### src/rtl/match_timer_pkg.sv
// Package: shared types for the match-clear timer.
// Assumes the control word occupies the low four bits of a register write.
package match_timer_pkg;

    typedef enum logic [1:0] {
        TAP_SLOW = 2'd0,
        TAP_MID  = 2'd1,
        TAP_FAST = 2'd2,
        TAP_AUX  = 2'd3
    } tap_sel_e;

    typedef struct packed {
        logic     cap_en;
        logic     run;
        tap_sel_e sel;
    } timer_ctrl_t;

    localparam int CTRL_W = $bits(timer_ctrl_t);

endpackage

### src/rtl/mt_tick_gen.sv
// Tick generator: free-running prescaler with three power-of-two taps plus an
// external tick input. Output is a one-clock enable, never a derived clock.
// Assumes SHIFT_SLOW is the largest shift and every shift is at least 1.
module mt_tick_gen
    import match_timer_pkg::*;
#(
    parameter int SHIFT_SLOW = 11,
    parameter int SHIFT_MID  = 7,
    parameter int SHIFT_FAST = 3
) (
    input  logic     clk,
    input  logic     rst_n,
    input  tap_sel_e sel,
    input  logic     sub_tick,
    output logic     tick
);
    localparam int PW    = SHIFT_SLOW;
    localparam int NTAPS = 3;

    logic [PW-1:0]    presc;
    logic [NTAPS-1:0] tap;

    // Free-running prescaler, cleared only by reset.
    always_ff @(posedge clk) begin
        if (!rst_n) presc <= '0;
        else        presc <= presc + 1'b1;
    end

    // One tap per divide ratio: all low bits set marks the tick cycle.
    for (genvar g = 0; g < NTAPS; g++) begin : g_tap
        localparam int S = (g == 0) ? SHIFT_SLOW : (g == 1) ? SHIFT_MID : SHIFT_FAST;
        assign tap[g] = &presc[S-1:0];
    end

    // Select the active tick source.
    always_comb begin
        unique case (sel)
            TAP_SLOW: tick = tap[0];
            TAP_MID:  tick = tap[1];
            TAP_FAST: tick = tap[2];
            default:  tick = sub_tick;
        endcase
    end

endmodule

### src/rtl/mt_count_core.sv
// Count core: up-counter with match-and-clear and a registered interrupt pulse.
// Assumes tick is a single-cycle enable. The counter is held at zero when stopped.
module mt_count_core #(
    parameter int CNT_W = 16
) (
    input  logic             clk,
    input  logic             rst_n,
    input  logic             run,
    input  logic             tick,
    input  logic [CNT_W-1:0] limit,
    output logic [CNT_W-1:0] count,
    output logic             irq
);
    logic hit;

    // Match detect against the programmed limit.
    assign hit = (count == limit);

    // Advance, wrap on match, or hold at zero while stopped.
    always_ff @(posedge clk) begin
        if (!rst_n || !run) count <= '0;
        else if (tick)      count <= hit ? '0 : count + 1'b1;
    end

    // Interrupt pulse for the cycle following the clearing tick.
    always_ff @(posedge clk) begin
        if (!rst_n) irq <= 1'b0;
        else        irq <= run && tick && hit;
    end

endmodule

### src/rtl/mt_capture.sv
// Capture register: samples the live count on every tick while enabled.
// Assumes count is the value before the same edge's counter update.
module mt_capture #(
    parameter int CNT_W = 16
) (
    input  logic             clk,
    input  logic             rst_n,
    input  logic             load,
    input  logic [CNT_W-1:0] count,
    output logic [CNT_W-1:0] cap
);
    // Load on enabled ticks, otherwise hold.
    always_ff @(posedge clk) begin
        if (!rst_n)    cap <= '0;
        else if (load) cap <= count;
    end

endmodule

### src/rtl/match_timer.sv
// Top: register bank (limit, control) around tick generator, count core and
// capture register. Assumes single-cycle write strobes in the clk domain.
module match_timer
    import match_timer_pkg::*;
#(
    parameter int CNT_W      = 16,
    parameter int SHIFT_SLOW = 11,
    parameter int SHIFT_MID  = 7,
    parameter int SHIFT_FAST = 3
) (
    input  logic             clk,
    input  logic             rst_n,
    input  logic             wr_en,
    input  logic             wr_addr,
    input  logic [CNT_W-1:0] wr_data,
    input  logic             sub_tick,
    output logic [CNT_W-1:0] cap_value,
    output logic             irq
);
    timer_ctrl_t      ctrl_q;
    logic [CNT_W-1:0] limit_q;
    logic [CNT_W-1:0] count;
    logic             tick;
    logic             cap_load;

    // Control register: always writable.
    always_ff @(posedge clk) begin
        if (!rst_n)                ctrl_q <= '0;
        else if (wr_en && wr_addr) ctrl_q <= timer_ctrl_t'(wr_data[CTRL_W-1:0]);
    end

    // Limit register: writes accepted only while stopped.
    always_ff @(posedge clk) begin
        if (!rst_n)                               limit_q <= '1;
        else if (wr_en && !wr_addr && !ctrl_q.run) limit_q <= wr_data;
    end

    assign cap_load = ctrl_q.run && ctrl_q.cap_en && tick;

    mt_tick_gen #(
        .SHIFT_SLOW (SHIFT_SLOW),
        .SHIFT_MID  (SHIFT_MID),
        .SHIFT_FAST (SHIFT_FAST)
    ) u_tick (
        .clk      (clk),
        .rst_n    (rst_n),
        .sel      (ctrl_q.sel),
        .sub_tick (sub_tick),
        .tick     (tick)
    );

    mt_count_core #(.CNT_W(CNT_W)) u_core (
        .clk   (clk),
        .rst_n (rst_n),
        .run   (ctrl_q.run),
        .tick  (tick),
        .limit (limit_q),
        .count (count),
        .irq   (irq)
    );

    mt_capture #(.CNT_W(CNT_W)) u_cap (
        .clk   (clk),
        .rst_n (rst_n),
        .load  (cap_load),
        .count (count),
        .cap   (cap_value)
    );

endmodule

### config.mk
export PLATFORM = sky130hd
export DESIGN_NAME = match_timer
export DESIGN_NICKNAME = d
export VERILOG_FILES = /design/src/rtl/match_timer_pkg.sv /design/src/rtl/mt_tick_gen.sv /design/src/rtl/mt_count_core.sv /design/src/rtl/mt_capture.sv /design/src/rtl/match_timer.sv
export SDC_FILE = /design/constraint.sdc
export NUM_CORES = 1
export LEC_CHECK = 0
export ABC_AREA = 1
export BUFFER_PORTS_ARGS = -buffer_cell sky130_fd_sc_hd__buf_2
export CAP_MARGIN = 10
export CORE_MARGIN = 5
export CORE_UTILIZATION = 40
export DETAILED_ROUTE_END_ITERATION = 12
export PLACE_DENSITY = 0.6
export SYNTH_ARGS = -nofsm -noshare
export SYNTH_HDL_FRONTEND = slang
export SYNTH_SLANG_ARGS = --single-unit
### constraint.sdc
create_clock -name clk -period 1.7 [get_ports clk]
set_clock_uncertainty 0.1 [all_clocks]
set_input_delay 0.255 -clock clk [delete_from_list [all_inputs] [get_ports clk]]
set_output_delay 0.255 -clock clk [all_outputs]
set_load 0.01 [all_outputs]
==> impl_metrics.csv <==
group,metric,value,unit
timing,worst-slew-pin-transition,355,ps
yosys,yosysWarnings,0,
timing,setup_violations,20,
cts,h-tree-depth,3,
critical_path,end_kind,"flop",
power,p_leak,1.86,nW
yosys,synth_top_area_share,41.3,%
yosys,ys_ff_latch,64,
status,violations,"negative setup slack",
critical_path,worstPathArrival,1880,ps
cts,clock_sinks,64,
layout,layout.cells.non_filler,643,
yosys,synth_largest_area_cell,"dfxtp_1",
power,peakVddDrop,0.456,mV
place,gp_congestion,0.885,
drt,routedWlPerCell,12.7,um
cts,path_clk_slew,70,ps
drt,vias,3077,
yosys,avgSynthCellArea,6.54,um2
critical_path,cp-startpoint,"u_tick.presc[0]$_SDFF_PN0_",
global_routing,track_usage,17.3,%
layout,fin_nets,561,
yosys,syn_nets,498,
yosys,synthXorXnorAreaFrac,0.847,%
layout,drive_above_1_share,25.9,%
hold_path,hold_depth,3,
critical_path,cp_max_fo,5,
global_routing,grt_max_degree,33,
global_routing,grt-ovfl-total,0,
yosys,netlist_instances,474,
die,die_h,98.1,um
drt,drc,0,
critical_path,crit_required,1830,ps
yosys,synthTopCellsByArea,"dfxtp_1 41%, nand2_1 17%, nor2_1 9.2%",
die,rows,32,
drt,drtIter0Drc,127,
status,outcome,"complete, but fails checks",
hold_path,hold_path_class,"in2reg",
timing,rsz0062_at_grt,"true",
drt,ant_nets,0,
timing,post-route-min-period,1740,ps
cts,clock_path_buffers,2,
layout,layout_common_cells,"125 x nand2_1, 68 x nor2_1, 56 x dfxtp_1",
die,dieArea,9620,um2
place,dp_hpwl,5780,um
place,portBuffers,37,
critical_path,worstSetupPathType,"reg2reg",
hold_path,hp-start,"wr_data[8]",
timing,timing.fmax,0.574,GHz
critical_path,critPathLaunchType,"flop",
timing,slew_violations,0,
yosys,synth_cell_types,28,
place,place_inst,620,
yosys,synth_fa_ha_area_share,1.21,%
yosys,synth_top_family_by_area,"simple AND/OR/NAND/NOR gates",
layout,num_antenna_cells,0,
timing,worst_slack,-42.9,ps
cts,cts_buffers,9,
run,drv_cap,0,
timing,finalHoldViolCount,0,
yosys,synth_compound_area_share,11.0,%
layout,layout_commonest_cell,"nand2_1",
die,pin_count,38,
global_routing,antenna_found_initial,0,
place,pre_cts_ws,-114,ps
yosys,muxShareOfSynthArea,0,%
die,core_region_area,7650,um2
global_routing,grt_pass1_wl,13500,um
yosys,synth_area,3100,um2
die,die_w,98.1,um
yosys,yosysSeqAreaShare,41.3,%
global_routing,grt_pass1_vias,2901,
die,start_util,40.6,%
drt,routed_wl,8180,um
power,p_per_area,768,nW/um2
critical_path,reg2reg_from,"u_tick.presc[0]$_SDFF_PN0_",
timing,post-route-period-util,103,%
cts,insertion_delay,350,ps
timing,slew_headroom,76.2,%
drt,viasPerCell,4.79,
layout,syn_to_final_growth,29.2,%
cts,cts_tree,"yes",
cts,cts_root_buf,"clkbuf_8",
drt,drt_first_pass_iters,4,
critical_path,reg2regPathDepth,11,
yosys,synth-simple-area-share,36.2,%
-- worst max-delay path, stage by stage (launching register included) --
cell and delay [ps]:
dfxtp_2 330, ha_4 170, ha_4 150, and3_4 150, a21oi_4 130, nand3_4 120
buf_6 150, buf_12 130, nand2_4 50, nand2_2 50, nand2_2 60, nor2_1 50
-- per-stage QoR --
| step | utilization (%) | total power [mW] | setup TNS (ps) | area [um2] | hold WS [ps] |
|---|---|---|---|---|---|
| 6_report | 52.4 | 3.08 | -249 | 4010 | 14.5 |
| 3_3_place_gp | 45.8 | 1.78 | -787 | 3510 | 350 |
| 4_1_cts | 50.6 | 3.09 | -44.2 | 3870 | 9.00 |
| 5_1_grt | 52.4 | 3.20 | -2750 | 4010 | 21.3 |
| 3_5_place_dp | 45.8 | 1.78 | -1860 | 3510 | 358 |
| 2_1_floorplan | - | 1.71 | 0 | 3110 | 281 |
-- routing by layer --
| metal | track usage [%] | vias to the layer above | part of all wire [%] |
|---|---|---|---|
| li1 | - | 1630 | - |
| met1 | 22.1 | 1386 | 47 |
| met2 | 27.9 | 47 | 48 |
| met3 | 3.14 | 14 | 3.1 |
| met4 | 8.63 | 0 | 1.9 |
| met5 | 0 | - | 0 |
-- synthesized netlist by cell type --
| cell | number |
|---|---|
| inv_4 | 1 |
| buf_2 | 2 |
| nand4_1 | 5 |
| nand4_2 | 1 |
| and3_1 | 1 |
| o21ai_0 | 27 |
| inv_2 | 4 |
| a31oi_1 | 1 |
| o21ai_1 | 1 |
| nor3_1 | 4 |
| clkbuf_1 | 7 |
| inv_1 | 44 |
| a21oi_2 | 1 |
| a21oi_1 | 37 |
| nor2_2 | 3 |
| ha_1 | 3 |
| buf_6 | 4 |
| nand2_1 | 140 |
| clkinv_1 | 3 |
| nand3_1 | 35 |
| nand3_4 | 1 |
| nor3b_1 | 1 |
| buf_4 | 2 |
| nor3_2 | 1 |
| xor2_1 | 3 |
| nor2_1 | 76 |
| nand2_2 | 2 |
| dfxtp_1 | 64 |
-- sequential cells by signal (all words and copies together), names as in the netlist --
signal        cells
limit_q          16
u_core.count     16
u_core.irq        1
u_cap.cap        16
ctrl_q            4
u_tick.presc     11
-- what timing repair did --
item,in CTS,in global routing
gates resized for setup,23,45
endpoints found under the setup margin,33,33
pin swaps,7,9
setup buffers,5,0
cloned,2,1
hold buffers,0,0
hold endpoints to repair,0,0
-- path summary, 6_finish.rpt --
path / to / slack [ps]
worst max-delay path: u_core.count[10]$_SDFFE_PP0P_ / -40
worst min-delay path: limit_q[8]$_SDFFE_PN1P_ / 10
worst max register to register: u_core.count[10]$_SDFFE_PP0P_ / -40
worst min register to register: u_cap.cap[2]$_SDFFE_PN0P_ / 370
-- cell families after synthesis --
logic type,Yosys count
AO/OA/AOI/OAI,67
adder cells (fa/ha/maj),3
flip-flops,64
AND/OR/NAND/NOR,270
buffers and inverters,67
XOR/XNOR,3
-- area by class of cell --
cell class | instances | area [um2]
clock buffer | 12 | 145
fill | 766 | 3640
timing repair buffer | 66 | 490
clock inverter | 3 | 42.5
tap | 102 | 128
timing repair inverter | 1 | 8.76
inverter | 52 | 208
multi-input combinational | 343 | 1700
sequential | 64 | 1290
-- power breakdown --
group          switching (mW)  total, mW  internal [mW]
combinational           0.120      0.209         0.0884
sequential             0.0247       1.56           1.54
clock                   0.599       1.31          0.708
total                   0.744       3.08           2.34
No activity file was read; power rests on OpenSTA's default activity.
